## src/rtl/bcd_conv_pkg.sv

```systemverilog
package bcd_conv_pkg;

    localparam int CONV_IN_W   = 16;
    localparam int CONV_DIGITS = 5;
    localparam int NIB_W       = 4;
    localparam int RADIX       = 10;

    typedef enum logic [1:0] {
        SEQ_IDLE,
        SEQ_RUN,
        SEQ_GAP,
        SEQ_DONE
    } seq_state_e;

    // Cycles per pass: operand load, one per quotient bit, capture, restart.
    function automatic int pass_cycles(input int in_w);
        return in_w + 3;
    endfunction

endpackage

```

## src/rtl/bcd_divider.sv

```systemverilog
module bcd_divider
    import bcd_conv_pkg::*;
#(
    parameter int W = CONV_IN_W
) (
    input  logic         clk,
    input  logic         rst,
    input  logic         go,
    input  logic [W-1:0] dividend,
    input  logic [W-1:0] divisor,
    output logic         done,
    output logic [W-1:0] quo,
    output logic [W-1:0] rem
);

    localparam int STEP_W = $clog2(W + 1);

    logic [STEP_W-1:0] step;
    logic [W-1:0]      dvd_sh;
    logic [W-1:0]      dvs;
    logic [W:0]        trial;
    logic              take;

    // Pull the next dividend bit into the partial remainder and test it.
    assign trial = {rem, dvd_sh[W-1]};
    assign take  = (trial >= {1'b0, dvs});

    always_ff @(posedge clk) begin
        if (rst || !go) begin
            step   <= '0;
            done   <= 1'b0;
            quo    <= '0;
            rem    <= '0;
            dvd_sh <= '0;
            dvs    <= '0;
        end else if (step == '0) begin
            dvd_sh <= dividend;
            dvs    <= divisor;
            step   <= STEP_W'(1);
        end else if (!done) begin
            rem    <= take ? W'(trial - {1'b0, dvs}) : trial[W-1:0];
            quo    <= {quo[W-2:0], take};
            dvd_sh <= dvd_sh << 1;
            if (step == STEP_W'(W))
                done <= 1'b1;
            else
                step <= step + STEP_W'(1);
        end
    end

    p_rem_bound_r4: assert property (@(posedge clk) disable iff (rst)
        (step > STEP_W'(1) || done) && dvs != '0 |-> rem < dvs)
        else $error("remainder not below divisor");

    p_step_limit_r5: assert property (@(posedge clk) disable iff (rst)
        step <= STEP_W'(W))
        else $error("step counter out of range");

endmodule

```

## src/rtl/bcd_digit_store.sv

```systemverilog
module bcd_digit_store
    import bcd_conv_pkg::*;
#(
    parameter int DIGITS = CONV_DIGITS,
    parameter int DW     = NIB_W
) (
    input  logic                      clk,
    input  logic                      clr,
    input  logic                      wr_en,
    input  logic [$clog2(DIGITS)-1:0] wr_idx,
    input  logic [DW-1:0]             wr_data,
    output logic [DIGITS*DW-1:0]      packed_out
);

    localparam int IDX_W = $clog2(DIGITS);

    // Slot 0 holds the least significant digit.
    for (genvar g = 0; g < DIGITS; g++) begin : g_slot
        logic [DW-1:0] nib;
        always_ff @(posedge clk) begin
            if (clr)
                nib <= '0;
            else if (wr_en && wr_idx == IDX_W'(g))
                nib <= wr_data;
        end
        assign packed_out[g*DW +: DW] = nib;
    end

endmodule

```

## src/rtl/bcd_sequencer.sv

```systemverilog
module bcd_sequencer
    import bcd_conv_pkg::*;
#(
    parameter int W      = CONV_IN_W,
    parameter int DIGITS = CONV_DIGITS,
    parameter int DW     = NIB_W
) (
    input  logic                      clk,
    input  logic                      rst,
    input  logic                      start,
    input  logic [W-1:0]              value_in,
    input  logic                      div_done,
    input  logic [W-1:0]              div_quo,
    input  logic [W-1:0]              div_rem,
    output logic                      div_go,
    output logic [W-1:0]              work,
    output logic                      clr,
    output logic                      wr_en,
    output logic [$clog2(DIGITS)-1:0] wr_idx,
    output logic [DW-1:0]             wr_data,
    output logic                      ready
);

    localparam int IDX_W = $clog2(DIGITS);

    seq_state_e       state;
    logic [IDX_W-1:0] pass;

    always_ff @(posedge clk) begin
        if (rst || !start) begin
            state <= SEQ_IDLE;
            pass  <= '0;
            work  <= '0;
        end else begin
            unique case (state)
                SEQ_IDLE: begin
                    work  <= value_in;
                    pass  <= '0;
                    state <= SEQ_RUN;
                end
                SEQ_RUN: begin
                    if (div_done) begin
                        work <= div_quo;
                        if (pass == IDX_W'(DIGITS - 1)) begin
                            state <= SEQ_DONE;
                        end else begin
                            pass  <= pass + IDX_W'(1);
                            state <= SEQ_GAP;
                        end
                    end
                end
                SEQ_GAP:  state <= SEQ_RUN;
                SEQ_DONE: state <= SEQ_DONE;
                default:  state <= SEQ_IDLE;
            endcase
        end
    end

    assign div_go  = (state == SEQ_RUN);
    assign clr     = rst || !start;
    assign wr_en   = (state == SEQ_RUN) && div_done && start && !rst;
    assign wr_idx  = pass;
    assign wr_data = div_rem[DW-1:0];
    assign ready   = (state == SEQ_DONE);

    p_digit_range_r4: assert property (@(posedge clk) disable iff (rst)
        wr_en |-> (div_rem < W'(RADIX)))
        else $error("digit out of decimal range");

    p_drop_clears_r2: assert property (@(posedge clk) disable iff (rst)
        !start |=> !ready)
        else $error("ready survived a low start");

    p_ready_needs_start_r5: assert property (@(posedge clk) disable iff (rst)
        $rose(ready) |-> $past(start))
        else $error("ready rose without start");

endmodule

```

## src/rtl/bcd_conv_top.sv

```systemverilog
module bcd_conv_top
    import bcd_conv_pkg::*;
#(
    parameter int W      = CONV_IN_W,
    parameter int DIGITS = CONV_DIGITS,
    parameter int DW     = NIB_W
) (
    input  logic                 clk,
    input  logic                 rst,
    input  logic                 start,
    input  logic [W-1:0]         value_in,
    output logic                 ready,
    output logic [DIGITS*DW-1:0] digits
);

    localparam int IDX_W = $clog2(DIGITS);

    logic             div_go;
    logic             div_done;
    logic [W-1:0]     div_quo;
    logic [W-1:0]     div_rem;
    logic [W-1:0]     work;
    logic             clr;
    logic             wr_en;
    logic [IDX_W-1:0] wr_idx;
    logic [DW-1:0]    wr_data;

    bcd_sequencer #(.W(W), .DIGITS(DIGITS), .DW(DW)) i_seq (
        .clk      (clk),
        .rst      (rst),
        .start    (start),
        .value_in (value_in),
        .div_done (div_done),
        .div_quo  (div_quo),
        .div_rem  (div_rem),
        .div_go   (div_go),
        .work     (work),
        .clr      (clr),
        .wr_en    (wr_en),
        .wr_idx   (wr_idx),
        .wr_data  (wr_data),
        .ready    (ready)
    );

    bcd_divider #(.W(W)) i_div (
        .clk      (clk),
        .rst      (rst),
        .go       (div_go),
        .dividend (work),
        .divisor  (W'(RADIX)),
        .done     (div_done),
        .quo      (div_quo),
        .rem      (div_rem)
    );

    bcd_digit_store #(.DIGITS(DIGITS), .DW(DW)) i_store (
        .clk        (clk),
        .clr        (clr),
        .wr_en      (wr_en),
        .wr_idx     (wr_idx),
        .wr_data    (wr_data),
        .packed_out (digits)
    );

    p_hold_r6: assert property (@(posedge clk) disable iff (rst)
        (ready && start) |=> (ready && $stable(digits)))
        else $error("result not held");

    p_reset_clears_r1: assert property (@(posedge clk)
        rst |=> (!ready && digits == '0))
        else $error("reset did not clear");

endmodule

```

## config.mk

```make
export PLATFORM = sky130hd
export DESIGN_NAME = bcd_conv_top
export DESIGN_NICKNAME = d
export VERILOG_FILES = /design/src/rtl/bcd_conv_pkg.sv /design/src/rtl/bcd_divider.sv /design/src/rtl/bcd_digit_store.sv /design/src/rtl/bcd_sequencer.sv /design/src/rtl/bcd_conv_top.sv
export SDC_FILE = /design/constraint.sdc
export NUM_CORES = 1
export LEC_CHECK = 0
export ABC_CLOCK_PERIOD_IN_PS = 4200
export BUFFER_PORTS_ARGS = -buffer_cell sky130_fd_sc_hd__buf_2
export CELL_PAD_IN_SITES_DETAIL_PLACEMENT = 0
export CELL_PAD_IN_SITES_GLOBAL_PLACEMENT = 1
export CORE_MARGIN = 2
export CORE_UTILIZATION = 48
export CTS_CLUSTER_DIAMETER = 40
export DETAILED_ROUTE_END_ITERATION = 6
export GPL_TIMING_DRIVEN = 0
export PLACE_DENSITY_LB_ADDON = 0.25
export SLEW_MARGIN = 20
export SYNTH_ARGS = -nofsm -noshare
export SYNTH_HDL_FRONTEND = slang
export SYNTH_SLANG_ARGS = --single-unit
```

## constraint.sdc

```tcl
create_clock -name clk -period 4.2 [get_ports clk]
set_clock_uncertainty 0.05 [all_clocks]
set_input_delay 0.21 -clock clk [delete_from_list [all_inputs] [get_ports clk]]
set_output_delay 0.21 -clock clk [all_outputs]
set_load 0.01 [all_outputs]
```

After elaboration in Yosys (flattened, before gate mapping)
Index checks and enable logic that the tools add are counted.

operators by class
  $add $sub $neg = 3
  $lt $le $gt $ge = 1
  equality and inequality tests = 12
  multiplexer cells = 16
  bitwise operators = 3
  reduce and logical (&&, ||, !) cells = 24

operator list
  cell                   count
  $mux W16               4
  $pmux W16 S2           1
  $ge A17 B4 Y1          1
  $sub A16 B4 Y16        1
  $logic_and A1 B1 Y1    8
  $reduce_and A2 Y1      4
  $eq A3 B2 Y1 const B   2
  $mux W1                6
  $mux W3                2
  $ne A2 B2 Y1 const B   3
  $pmux W2 S3            1
  $pmux W3 S2            1
  $add A5 B1 Y5 const B  1
  $eq A5 B5 Y1 const B   1
  $logic_not A5 Y1       1
  $eq A2 B2 Y1 const B   2
  $reduce_or A2 Y1       2
  $add A3 B1 Y3 const B  1
  $eq A3 B1 Y1 const B   1
  $eq A3 B3 Y1 const B   1
  $logic_not A1 Y1       3
  $logic_not A3 Y1       1
  $not A1 Y1             3
  $reduce_and A3 Y1      1
  other kinds (6)        7

storage, ports and cells
  flip-flop bits (word level) = 96
  input bits = 19
  output and inout port bits = 21
  logic and storage cells = 74

Logic depth before layout (Yosys ltp)
Gate-level depths: netlist of run 1.

  word-level depth = 5
  depth in mapped cells = 9
  gate-level depth less buffers = 8

Modules after synthesis
A second synthesis of run 1 with hierarchy kept.

second synthesis, totals
  cell total of the unflattened synthesis = 675
  area, all modules = 5848.1 um2

by module, submodules not included
  module           instances  cells an instance  area each (um2)  sequential area each (um2)
  bcd_divider      1          486                3878.7           1401.3
  bcd_sequencer    1          111                1113.6           420.4
  bcd_digit_store  1          76                 848.3            400.4
  bcd_conv_top     1          2                  7.5              0.0

Worst setup path after synthesis of run 1
No wires, ideal clock.

  kind = reg2reg
  from = reg i_div.rem[2]
  to = reg i_div.rem[3]
  setup time = 132 ps
  arrival time = 1968 ps
  data required time = 4018 ps
  slack = 2049 ps
  cell stages (with the launch flop) = 8
  path buffers = 1
  period minus slack after synthesis = 2151 ps
  cell sequence = dfxtp_1 ha_1 nor2b_1 or4b_1 buf_4 or2_1 o21ai_0 a21oi_1

on the way
  longest elaborated chain between the ends = 2
  elaborated cells on any way between the ends = 3
  classes of those cells = add/sub (1); order compare (1); mux (1)

RTL lines
  what                                              line                                  text
  from (decl)                                       bcd_divider.sv:13                     output logic [W-1:0] rem
  from (signal assigned)                            bcd_divider.sv:41                     rem <= take ? W'(trial - {1'b0, dvs}) : trial[W-1:0];
  $sub A16 B4 Y16 or $ge A17 B4 Y1 (tied branches)  bcd_divider.sv:41, bcd_divider.sv:26
  $mux W16 (*)                                      bcd_divider.sv:41

Every way passes the cells marked *; elsewhere a longest branch is shown, timed or not.
A chain may end at the register's enable or synchronous reset.

Worst setup path in the final report of run 1
Same ends and word-level chain as after synthesis.

==> results.py, run 1 <==
metrics = {
    "placement": {
        "place_congestion": 0.8559,
        "port_buffers": 39,
        "dp_slack_ns": 1.761,
        "dpl.hpwl_mm": 7.334,
        "postPlaceCellArea_mm2": 0.004629,
        "place_inst": 661,
    },
    "timing": {
        "maxSlewHeadroom": 0.3638,
        "finalHoldViolCount": 0,
        "setup_tns_ns": 0,
        "whs_ns": 0.09628,
        "finalCritPeriodShare": 0.5791,
        "rsz0062_at_grt": "no",
        "drv_slew": 0,
        "fin_ws_ns": 1.768,
        "setup_viol": 0,
        "period_minus_slack_ns": 2.432,
        "worst_slew_pin_slew_ns": 0.9456,
        "timing.fmax_mhz": 411.2,
    },
    "clock_tree": {
        "worstSkewPairLatency_ns": 0.37,
        "cts-hold-fix-buffers": 0,
        "numCtsBuffers": 9,
        "cts_resized": 0,
        "clockBufferDepth": 2,
        "clock-root-buffer": "clkbuf_8",
        "path_clk_slew_ns": 0.10,
        "postCtsSetupRepairBufs": 0,
        "cts_tree": "yes",
        "cts.sinks": 96,
        "cts-htree-levels": 3,
    },
    "synthesis": {
        "synth-seq-cells": 96,
        "yosysMostFrequentCell": "dfxtp_1",
        "synth_cell_types": 49,
        "yosys-top-cells-count": "dfxtp_1, a21oi_1, nand2_1, o21ai_0, nor2_1",
        "ys_top_cells_by_area": "dfxtp_1, a21oi_1, o21ai_0",
        "synth_edf_count": 0,
        "syn_area_mm2": 0.004299,
        "async_reset_ff_frac": 0,
        "yosysWarnings": 0,
        "netlist_instances": 514,
        "synth.avg_cell_area_um2": 8.364,
        "synth_largest_area_cell": "dfxtp_1",
        "ys_seq_area_frac": 0.4470,
        "synthFlopType": "dfxtp_1",
        "yosysTopAreaCellShare": 0.4470,
        "synth_nets": 543,
    },
    "layout": {
        "stdcell_area_mm2": 0.004836,
        "fin_cells": 677,
        "nets": 593,
        "final_layout_size_suffix_gt1_frac": 0.1248,
        "syn2layout_area_growth_pct": 12.49,
        "fill_cells": 842,
        "antenna_cells": 0,
    },
    "worst_setup_path": {
        "worstSetupStartpointType": "flop",
        "cpLargestDelayFamily": "simple AND/OR/NAND/NOR gates",
        "path_buf_inv": 1,
        "worstPathMaxFanout": 10,
        "worst_path_largest_cell_delay_ns": 0.51,
        "endpoint_kind": "flop",
        "path_class": "reg -> reg",
        "cp_cell_sequence": "ha_1, nor2b_1, or4b_1, buf_4, or2_1, o21ai_0, a21oi_1",
        "slowest_stage": "dfxtp_1",
        "cp.required_ns": 4.40,
        "cp_data_arrival_time_ns": 2.63,
    },
    "global_routing": {
        "grt_pass1_vias": 3651,
        "grt_max_degree": 17,
        "antenna_found_initial": 0,
        "grt_pass1_wl_mm": 17.37,
        "grtUsageTotal": 0.2195,
        "overflow": 0,
    },
    "power": {
        "swShare": 0.2499,
        "pwr-share-seq": 0.552,
        "p_per_area_mw_per_mm2": 348.8,
        "power_switching_uw": 421.5,
        "leakagePower_nw": 1.616,
        "vdd_drop_max_mv": 0.1804,
        "combPwrFrac": 0.073,
        "p_int_mw": 1.265,
        "clkPwrFrac": 0.375,
    },
    "die": {
        "die_w_um": 98.64,
        "io_pins": 40,
        "row_count": 34,
        "die_area_mm2": 0.009730,
        "fp.dieH_um": 98.64,
        "core_region_area_mm2": 0.008721,
        "start_util": 0.4930,
    },
    "detailed_routing": {
        "first_pass_iters": 4,
        "post-route-drc-count": 0,
        "totalWireLength_mm": 10.13,
        "postRouteAntennaNets": 0,
        "routed_via_density": 5.464,
        "wl_per_cell_um": 14.96,
        "vias": 3699,
        "drtIter0Drc": 116,
    },
    "outcome": {
        "status": "completed",
    },
    "worst_hold_path": {
        "hp-class": "in -> reg",
    },
    "job": {
        "maxCapViolCount": 0,
    },
}
## tightest hold or removal path, stage by stage
cell and delay [ns]:
buf_2 0.08, o21ai_0 0.06, a21oi_1 0.12
## path summary, 6_finish.rpt
check	startpoint	to	slack, ns	cells past startpoint
max	i_div.rem[2]	i_div.rem[3]	1.77	7
min	value_in[1]	i_seq.work[1]	0.1	3
max reg2reg	i_div.rem[2]	i_div.rem[3]	1.77	7
min reg2reg	i_store.g_slot[1].nib[0]	i_store.g_slot[1].nib[0]	0.41	2
## power groups by stage
stage / Combinational [mW] / Clock (mW) / Sequential (mW)
after floorplan: 0.0873 / 0 / 0.949
after global placement: 0.122 / 0 / 0.951
after detailed placement: 0.124 / 0 / 0.952
after CTS: 0.124 / 0.644 / 0.931
after global routing: 0.139 / 0.683 / 0.933
final: 0.123 / 0.633 / 0.931
## placed cells by master (no fill, tap or decap), types with 2 or more instances in the layout
cell type	synthesis	layout
inv_1	13	13
o211ai_1	2	2
nand3_1	23	23
a21oi_1	68	68
o31ai_1	2	2
o21ai_2	2	2
clkbuf_8	0	10
nand3b_1	15	15
o21ai_1	2	2
nor3_1	4	4
xnor2_1	5	5
clkbuf_1	32	33
a22oi_1	3	3
ha_1	10	10
nor3b_1	2	2
xor2_1	5	5
and2_1	2	2
dfxtp_1	96	96
nand2b_1	3	3
nand4_1	3	3
buf_6	2	2
nor2_1	33	33
or2_2	2	2
clkinvlp_4	0	2
nand2_1	66	66
a31oi_1	3	3
o22ai_1	3	3
nor4b_4	2	2
mux2i_1	16	16
a211oi_1	15	15
nor2b_1	5	5
buf_2	1	40
o21ai_0	56	56
## cell type report
class | instances | area, µm² | area share
clock inverters | 5 | 65.06 | 0.01345
well taps | 108 | 135.1 | 0.02794
inverters | 13 | 48.80 | 0.01009
plain buffers | 36 | 155.1 | 0.03208
flip-flops and latches | 96 | 1922 | 0.3974
repair buffers | 39 | 195.2 | 0.04036
multi-input cells | 369 | 2173 | 0.4494
clock buffers | 11 | 141.4 | 0.02924
## through the flow
stage / utilization / power (mW)
after floorplan: - / 1.037
after global placement: 0.5308 / 1.073
after detailed placement: 0.5308 / 1.075
after CTS: 0.5545 / 1.699
after global routing: 0.5545 / 1.755
final: 0.5545 / 1.687
## routing by layer
layer,GRT usage,vias to the layer above,share of wire
li1,-,1905,-
met1,0.2792,1717,0.47
met2,0.3762,68,0.48
met3,0.03972,9,0.034
met4,0.07482,0,0.0098
met5,0,-,0
## flip-flops by register name, summed over array words and instances, names as in the netlist, 2 cells and up
register            cells
i_div.step              5
i_seq.wr_idx            3
i_div.dvd_sh           16
i_store.g_slot.nib     20
i_seq.state             2
i_div.rem              16
i_div.quo              16
i_seq.work             16
## kinds of logic (layout without fill, tap and decap cells)
logic type	after synthesis	in the layout	share of synthesized area
AO/OA/AOI/OAI	164	164	0.2174
XOR/XNOR	10	10	0.02037
adder cells (fa/ha/maj)	10	10	0.02910
buffers and inverters	49	104	0.04744
flip-flops	96	96	0.4470
multiplexers	17	17	0.03987
AND/OR/NAND/NOR	168	168	0.1988
(Power assumes the default switching activity.)
==> run 2: changes to the inputs <==
ABC_CLOCK_PERIOD_IN_PS = 2500   (was 4200)
CORE_UTILIZATION = 44   (was 48)
clock period = 2.5 ns   (was 4.2 ns; I/O delays follow)
==> run 2 against run 1 <==
Clock power increased by 47%. Sequential share of layout area decreased by 0.18 points. Hold slack got worse by 0.087 ns. Final cell count increased by 4.0%. Maximum frequency increased by 3.7%. Core utilization decreased by 5.0 points. Global-route usage decreased by 1.4 points. Non-clock buffer count increased by 2. Critical path type unchanged.
==> results.py, run 2 (same netlist as run 1, synthesis figures left out) <==
metrics = {
    "worst_setup_path": {
        "cp.required_ns": 2.69,
        "worstPathMaxFanout": 10,
        "worstSetupStartpointType": "flop",
        "path_class": "reg -> reg",
        "cp_data_arrival_time_ns": 2.53,
        "endpoint_kind": "flop",
    },
    "layout": {
        "top_register": "i_store.g_slot.nib",
        "stdcell_area_mm2": 0.004861,
        "fin_cells": 704,
        "syn2layout_area_growth_pct": 13.07,
        "largest_register_ffs": 20,
        "final_common_cell": "dfxtp_1",
        "nets": 595,
        "final_cell_mix": "dfxtp_1, a21oi_1, nand2_1, o21ai_0, buf_2",
        "final_layout_size_suffix_gt1_frac": 0.1278,
        "antenna_cells": 0,
    },
    "clock_tree": {
        "numCtsBuffers": 9,
        "cts_tree": "yes",
        "clock-root-buffer": "clkbuf_8",
        "path_clk_slew_ns": 0.09,
        "cts.sinks": 96,
        "clockBufferDepth": 2,
        "worstSkewPairLatency_ns": 0.37,
        "postCtsSetupRepairBufs": 0,
        "cts-htree-levels": 3,
    },
    "timing": {
        "fin_ws_ns": 0.1553,
        "period_minus_slack_ns": 2.345,
        "maxSlewHeadroom": 0.4070,
        "drv_slew": 0,
        "worst_slew_pin_slew_ns": 0.8814,
        "setup_viol": 0,
        "setup_tns_ns": 0,
        "rsz0062_at_grt": "no",
        "finalCritPeriodShare": 0.9379,
        "finalHoldViolCount": 0,
        "timing.fmax_mhz": 426.5,
    },
    "placement": {
        "port_buffers": 39,
        "postPlaceCellArea_mm2": 0.004661,
        "dp_slack_ns": 0.05594,
        "place_congestion": 0.8054,
        "dpl.hpwl_mm": 7.570,
        "place_inst": 686,
    },
    "detailed_routing": {
        "first_pass_iters": 6,
        "routed_via_density": 5.341,
        "wl_per_cell_um": 14.86,
        "post-route-drc-count": 0,
        "drtIter0Drc": 137,
        "postRouteAntennaNets": 0,
        "totalWireLength_mm": 10.46,
        "vias": 3760,
    },
    "die": {
        "die_area_mm2": 0.01058,
        "core_region_area_mm2": 0.009639,
        "io_pins": 40,
        "start_util": 0.4460,
        "row_count": 36,
        "die_w_um": 102.8,
        "fp.dieH_um": 102.8,
    },
    "power": {
        "leakagePower_nw": 1.611,
        "p_per_area_mw_per_mm2": 556.3,
        "vdd_drop_max_mv": 0.2166,
    },
    "job": {
        "maxCapViolCount": 0,
    },
    "global_routing": {
        "grtUsageTotal": 0.2050,
        "antenna_found_initial": 0,
        "grt_pass1_vias": 3611,
        "grt_pass1_wl_mm": 16.79,
        "grt_max_degree": 16,
        "overflow": 0,
    },
    "outcome": {
        "status": "completed",
    },
    "worst_hold_path": {
        "hp-class": "in -> reg",
    },
}
## run 2: changes by cell type in the layout (fill, tap and decap cells not counted), sizes merged
cell         previous run  this run
inv                    14        13
dlygate4sd3             0         2
bufinv                  1         0
clkinv                  1         2
clkinvlp                2         3
## run 2: final timing paths
path                            slack [ns]                      from                       end  cells after the start
worst max-delay path                  0.16              i_div.dvs[1]              i_div.rem[3]                      8
worst min-delay path                 0.009              value_in[13]            i_seq.work[13]                      3
worst max register to register        0.16              i_div.dvs[1]              i_div.rem[3]                      8
worst min register to register        0.40  i_store.g_slot[0].nib[2]  i_store.g_slot[0].nib[2]                      2
## run 2: layout make-up
cell class	instances	area, µm²
inverter	13	48.80
tap	133	166.4
multi-input combinational	369	2178
fill	985	4778
buffer	36	155.1
sequential	96	1923
clock buffer	11	141.4
clock inverter	5	32.53
timing repair buffer	41	215.2
## run 2: report_power, final
part	switching [mW]	internal [mW]	total, mW
sequential	0.0137	1.55	1.56
combinational	0.133	0.0785	0.211
clock	0.544	0.386	0.929
total	0.690	2.01	2.70
## run 2: stage by stage
step	hold WS [ns]	power [mW]	utilization
after floorplan	0.2688	1.742	-
after global placement	0.3831	1.805	0.4835
after detailed placement	0.3864	1.806	0.4835
after CTS	0.003695	2.728	0.5036
after global routing	0.002616	2.815	0.5043
final	0.009171	2.704	0.5043
## run 2: worst max-delay path: stages, from the launching register on
cell,delay [ns]
dfxtp_1,0.35
inv_1,0.07
ha_1,0.36
nor2b_1,0.20
or4b_1,0.46
buf_4,0.20
or2_1,0.27
o21ai_0,0.16
a21oi_1,0.09
## run 2: per-layer routing
layer,GRT usage,up-vias,wire length [µm],part of all wire
li1,-,1908,-,-
met3,0.04542,19,521,0.050
met5,0,-,0,0
met2,0.3379,90,4867,0.47
met4,0.09008,0,257,0.025
met1,0.2585,1743,4814,0.46
## run 2: repair_timing
action / 4_1_cts / 5_1_grt
hold endpoints to repair: 2 / 0
gates resized for setup: 0 / 2
setup endpoints to repair: 0 / 8
hold buffers: 2 / 0
